$ cat config.mk
export PLATFORM = sky130hd
export DESIGN_NAME = calseq_top
export DESIGN_NICKNAME = d
export VERILOG_FILES = /design/src/rtl/calseq_pkg.sv /design/src/rtl/calseq_pin_qual.sv /design/src/rtl/calseq_hold_timer.sv /design/src/rtl/calseq_fsm.sv /design/src/rtl/calseq_top.sv
export SDC_FILE = /design/constraint.sdc
export NUM_CORES = 1
export LEC_CHECK = 0
export BUFFER_PORTS_ARGS = -buffer_cell sky130_fd_sc_hd__buf_4
export CAP_MARGIN = 30
export CORE_UTILIZATION = 59
export CTS_CLUSTER_SIZE = 25
export DETAILED_ROUTE_END_ITERATION = 6
export GPL_TIMING_DRIVEN = 1
export PLACE_DENSITY = 0.76
export SKIP_CTS_REPAIR_TIMING = 1
export SLEW_MARGIN = 20
export SYNTH_ARGS = -nofsm -noshare
export SYNTH_HDL_FRONTEND = slang
export SYNTH_SLANG_ARGS = --single-unit
$ cat constraint.sdc
create_clock -name clk -period 2.9 [get_ports clk]
set_input_delay 0.145 -clock clk [delete_from_list [all_inputs] [get_ports clk]]
set_output_delay 0.145 -clock clk [all_outputs]
set_load 0.02 [all_outputs]
$ cat src/rtl/calseq_pkg.sv
package calseq_pkg;

    typedef enum logic [2:0] {
        ST_IDLE      = 3'd0,
        ST_PIN_HIGH  = 3'd1,
        ST_RESET     = 3'd2,
        ST_WAIT_REF  = 3'd3,
        ST_CALIBRATE = 3'd4,
        ST_ACQUIRE   = 3'd5
    } seq_state_e;

    // Events produced by the pin qualifier for the state machine
    typedef struct packed {
        logic level;    // synchronised pin level
        logic fall;     // pin dropped this cycle (any width)
        logic fall_ok;  // pin dropped after a qualified high time
    } pin_evt_t;

    function automatic int unsigned cnt_width(input int unsigned n);
        return (n < 2) ? 1 : $clog2(n + 1);
    endfunction

endpackage

$ cat src/rtl/calseq_pin_qual.sv
module calseq_pin_qual
    import calseq_pkg::*;
#(
    parameter int unsigned SYNC_STAGES  = 2,
    parameter int unsigned MIN_HIGH_CYC = 100
) (
    input  logic     clk,
    input  logic     rst,
    input  logic     pin_raw,
    output pin_evt_t evt
);
    localparam int unsigned CW = cnt_width(MIN_HIGH_CYC);
    localparam logic [CW-1:0] CNT_MAX = CW'(MIN_HIGH_CYC);

    logic [SYNC_STAGES-1:0] sync_q;
    logic                   pin_s;
    logic [CW-1:0]          hi_cnt;

    always_ff @(posedge clk) begin
        if (rst) sync_q <= '0;
        else     sync_q <= {sync_q[SYNC_STAGES-2:0], pin_raw};
    end

    assign pin_s = sync_q[SYNC_STAGES-1];

    // Number of cycles the synchronised pin has been high, saturating
    always_ff @(posedge clk) begin
        if (rst || !pin_s)          hi_cnt <= '0;
        else if (hi_cnt != CNT_MAX) hi_cnt <= hi_cnt + 1'b1;
    end

    always_comb begin
        evt.level   = pin_s;
        evt.fall    = !pin_s && (hi_cnt != '0);
        evt.fall_ok = !pin_s && (hi_cnt >= CNT_MAX);
    end

endmodule

$ cat src/rtl/calseq_hold_timer.sv
module calseq_hold_timer #(
    parameter int unsigned RST_CYC = 8
) (
    input  logic clk,
    input  logic rst,
    input  logic run,
    output logic done
);
    localparam int unsigned CW = calseq_pkg::cnt_width(RST_CYC);

    logic [CW-1:0] cnt;

    always_ff @(posedge clk) begin
        if (rst || !run) cnt <= '0;
        else             cnt <= cnt + 1'b1;
    end

    assign done = run && (cnt == CW'(RST_CYC - 1));

endmodule

$ cat src/rtl/calseq_fsm.sv
module calseq_fsm
    import calseq_pkg::*;
(
    input  logic       clk,
    input  logic       rst,
    input  pin_evt_t   evt,
    input  logic       ref_mode,
    input  logic       ref_ok,
    input  logic       cal_done,
    input  logic       hold_done,
    output seq_state_e state,
    output logic       cal_start
);
    seq_state_e nxt;

    always_comb begin
        nxt = state;
        unique case (state)
            ST_IDLE:      nxt = evt.level ? ST_PIN_HIGH : ST_RESET;
            ST_PIN_HIGH:  if (evt.fall) nxt = ST_RESET;
            ST_RESET:     if (hold_done) nxt = ref_mode ? ST_WAIT_REF : ST_CALIBRATE;
            ST_WAIT_REF: begin
                if (evt.fall_ok)            nxt = ST_RESET;
                else if (ref_ok || !ref_mode) nxt = ST_CALIBRATE;
            end
            ST_CALIBRATE: begin
                if (evt.level)     nxt = ST_PIN_HIGH;  // abort beats done
                else if (cal_done) nxt = ST_ACQUIRE;
            end
            ST_ACQUIRE:   if (evt.fall_ok) nxt = ST_RESET;
            default:      nxt = ST_IDLE;
        endcase
    end

    always_ff @(posedge clk) begin
        if (rst) begin
            state     <= ST_IDLE;
            cal_start <= 1'b0;
        end else begin
            state     <= nxt;
            cal_start <= (nxt == ST_CALIBRATE) && (state != ST_CALIBRATE);
        end
    end

endmodule

$ cat src/rtl/calseq_top.sv
module calseq_top
    import calseq_pkg::*;
#(
    parameter int unsigned SYNC_STAGES  = 2,
    parameter int unsigned MIN_HIGH_CYC = 100,
    parameter int unsigned RST_CYC      = 8
) (
    input  logic clk,
    input  logic rst,
    input  logic cal_pin,
    input  logic ref_mode,
    input  logic ref_ok,
    input  logic cal_done,
    output logic logic_rst,
    output logic cal_start,
    output logic acq_en
);
    pin_evt_t   evt;
    seq_state_e state;
    logic       hold_done;
    logic       in_reset;

    assign in_reset = (state == ST_RESET);

    calseq_pin_qual #(
        .SYNC_STAGES (SYNC_STAGES),
        .MIN_HIGH_CYC(MIN_HIGH_CYC)
    ) u_pin (
        .clk    (clk),
        .rst    (rst),
        .pin_raw(cal_pin),
        .evt    (evt)
    );

    calseq_hold_timer #(
        .RST_CYC(RST_CYC)
    ) u_hold (
        .clk (clk),
        .rst (rst),
        .run (in_reset),
        .done(hold_done)
    );

    calseq_fsm u_fsm (
        .clk      (clk),
        .rst      (rst),
        .evt      (evt),
        .ref_mode (ref_mode),
        .ref_ok   (ref_ok),
        .cal_done (cal_done),
        .hold_done(hold_done),
        .state    (state),
        .cal_start(cal_start)
    );

    assign logic_rst = in_reset;
    assign acq_en    = (state == ST_ACQUIRE);

endmodule

==> reports/qor.yml <==
run_status:
  outcome: "completed"
final_layout:
  finalCoreUtilization_pct: 72.5
  diodes: 0
  area_growth_pct: 11.7
  drive_gt1_share_pct: 18.3
  nNetsFinal: 114
worst_setup_path:
  rr_endpoint: "u_fsm.cal_start"
  rr_startpoint: "u_hold.cnt[0]"
  r2r_slack_ns: 1.41
  crit_required_ns: 3.07
  cp-start-kind: "flip-flop"
  criticalPathCategory: "flip-flop to flip-flop"
  critical_path_arrival_ns: 1.66
  reg2reg_depth: 5
  crit_path_max_fanout: 3
  crit_path_end_kind: "flip-flop"
  critPathLaunch: "u_hold.cnt[0]"
  endpoint: "u_fsm.cal_start"
place:
  gp_congestion: 0.747
  dpl.hpwl_mm: 1.11
  io_buffers: 8
power_and_ir_drop:
  leakagePower_nw: 0.375
  power_density_nw_per_um2: 612
  power.total_w: 0.000592
  worst_ir_drop_vdd_uv: 542
sta:
  setup_viol: 0
  rsz0062_at_grt: "false"
  report.final.slew_viol_count: 0
  slew-limit-headroom_pct: 73.4
  fin_skew_ns: 0.00148
  fin_tns_setup_ns: 0
  period_minus_slack_ns: 1.49
  worst_pin_slew_ns: 0.395
  hold_viol: 0
  layout_worst_path_cycle_share_pct: 51.4
  fmax_mhz: 671
routing:
  drtPass1Iterations: 4
  first_iter_violations: 23
  avgRoutedWirePerCell_um: 12.1
  antenna_left: 0
  via_per_inst: 5.71
  finalWirelength_mm: 1.44
  route.detailed.drc: 0
  vias: 679
clocking:
  cts_root_buf: "clkbuf_4"
  htree_levels: 1
  cts_tree: "done"
  cts_buffer_depth: 2
  clk_latency_ns: 0.28
  cts_inserted_buffers: 3
  clk_pin_slew_ns: 0.09
  cts.sinks: 17
floorplan:
  die_area_um2: 1620
  coreArea_um2: 1330
  die_h_um: 40.3
  ios: 9
  rows: 13
  die_w_um: 40.3
  initial_core_util_pct: 64.9
grt:
  grt_max_degree: 12
  first_global_vias: 533
  track_usage_pct: 20.2
  grt_pass1_wl_mm: 2.17
  antenna_found_initial: 0
  grt_overflow: 0
yosys:
  syn_area_per_cell_um2: 9.31
  synth_edf_count: 0
  synthFlopType: "dfxtp_1"
  netlist_instances: 93
  syn-cell-area_um2: 866
  synth-seq-cells: 17
  yosys_warnings: 0
  yosysUniqueCellTypes: 33
  syn-num-nets: 102
  seq_area_frac_synth_pct: 39.3
  synth_async_sr_flop_share_pct: 0
run:
  drv_cap: 0
hold_path:
  hold_class: "input port to flip-flop"
cell type report:
type	count	area, um^2
Fill cell	106	367
Clock buffer	4	26.3
Inverter	6	22.5
Timing Repair Buffer	8	60.1
Multi-Input combinational cell	69	499
Tap cell	15	18.8
Sequential cell	17	340
metrics by stage:
step                      std cells  instance area [um^2]  hold slack [ns]  setup slack [ns]
after floorplan                  93                   866            0.217              1.52
after global placement          115                   941            0.364              1.47
after detailed placement        115                   941            0.381              1.44
after CTS                       119                   967           0.0755              1.42
after global routing            119                   967           0.0728              1.29
final                           119                   967           0.0795              1.41
state kept, by name (all words and copies together), names as in the netlist:
register	count
u_pin.sync_q	2
u_hold.cnt	4
u_fsm.cal_start	1
u_fsm.state	3
u_pin.hi_cnt	7
logic make-up after synthesis:
family / synth area share, %
XOR/XNOR: 8.09
AND/OR/NAND/NOR: 32.1
multiplexers: 1.16
flip-flops: 39.3
AO/OA/AOI/OAI: 12.0
adder cells (fa/ha/maj): 4.34
buffers and inverters: 3.03
cell usage after synthesis (2+ instances only):
library cell / n / share of area [%]
dfxtp_1: 17 / 39
nor2_1: 13 / 5.6
inv_1: 6 / 2.6
nor3_1: 6 / 3.5
nand2b_1: 5 / 3.6
a21oi_1: 4 / 2.3
xnor2_1: 4 / 4.0
xor2_1: 4 / 4.0
ha_1: 3 / 4.3
nand3_1: 3 / 1.7
nor2b_1: 3 / 2.2
a221oi_1: 2 / 2.0
and2_1: 2 / 1.4
o32ai_1: 2 / 2.0
critical path, stage by stage, from the launching register on:
cell and delay, ns:
dfxtp_1 0.34, ha_1 0.23, and4bb_2 0.25, a221oi_1 0.33
nor2_1 0.07, nor4b_2 0.16
worst min-delay path by stage:
| stage | startpoint | to | depth (start not counted) |
|---|---|---|---|
| 2_1_floorplan | rst | u_pin.sync_q[0] | 1 |
| 3_3_place_gp | cal_pin | u_pin.sync_q[0] | 2 |
| 3_5_place_dp | cal_pin | u_pin.sync_q[0] | 2 |
| 4_1_cts | rst | u_pin.sync_q[1] | 2 |
| 5_1_grt | rst | u_pin.sync_q[1] | 2 |
| 6_report | rst | u_pin.sync_q[1] | 2 |
placed cells by master, fill, tap and decap left out, types with 2 or more instances in the layout:
master	synthesis	final
a21oi_1	4	4
a221oi_1	2	2
and2_1	2	2
buf_4	0	8
clkbuf_4	0	3
dfxtp_1	17	17
ha_1	3	3
inv_1	6	6
nand2b_1	5	5
nand3_1	3	3
nor2_1	13	13
nor2b_1	3	3
nor3_1	6	6
o32ai_1	2	2
xnor2_1	4	4
xor2_1	4	4
routing by layer:
| metal | part of all wire (%) | global-route usage, % |
|---|---|---|
| met1 | 49 | 28.1 |
| met3 | 7.0 | 5.00 |
| met4 | 0.84 | 7.50 |
| met5 | 0 | 0 |
| met2 | 43 | 29.8 |
report_power, final:
part	internal, W	total (W)	switching, W	leakage, nW
sequential	0.000258	0.000296	0.0000382	0.138
combinational	0.0000845	0.000173	0.0000884	0.222
clock	0.0000533	0.000123	0.0000699	0.0150
Power figures use the tool's default switching activity.
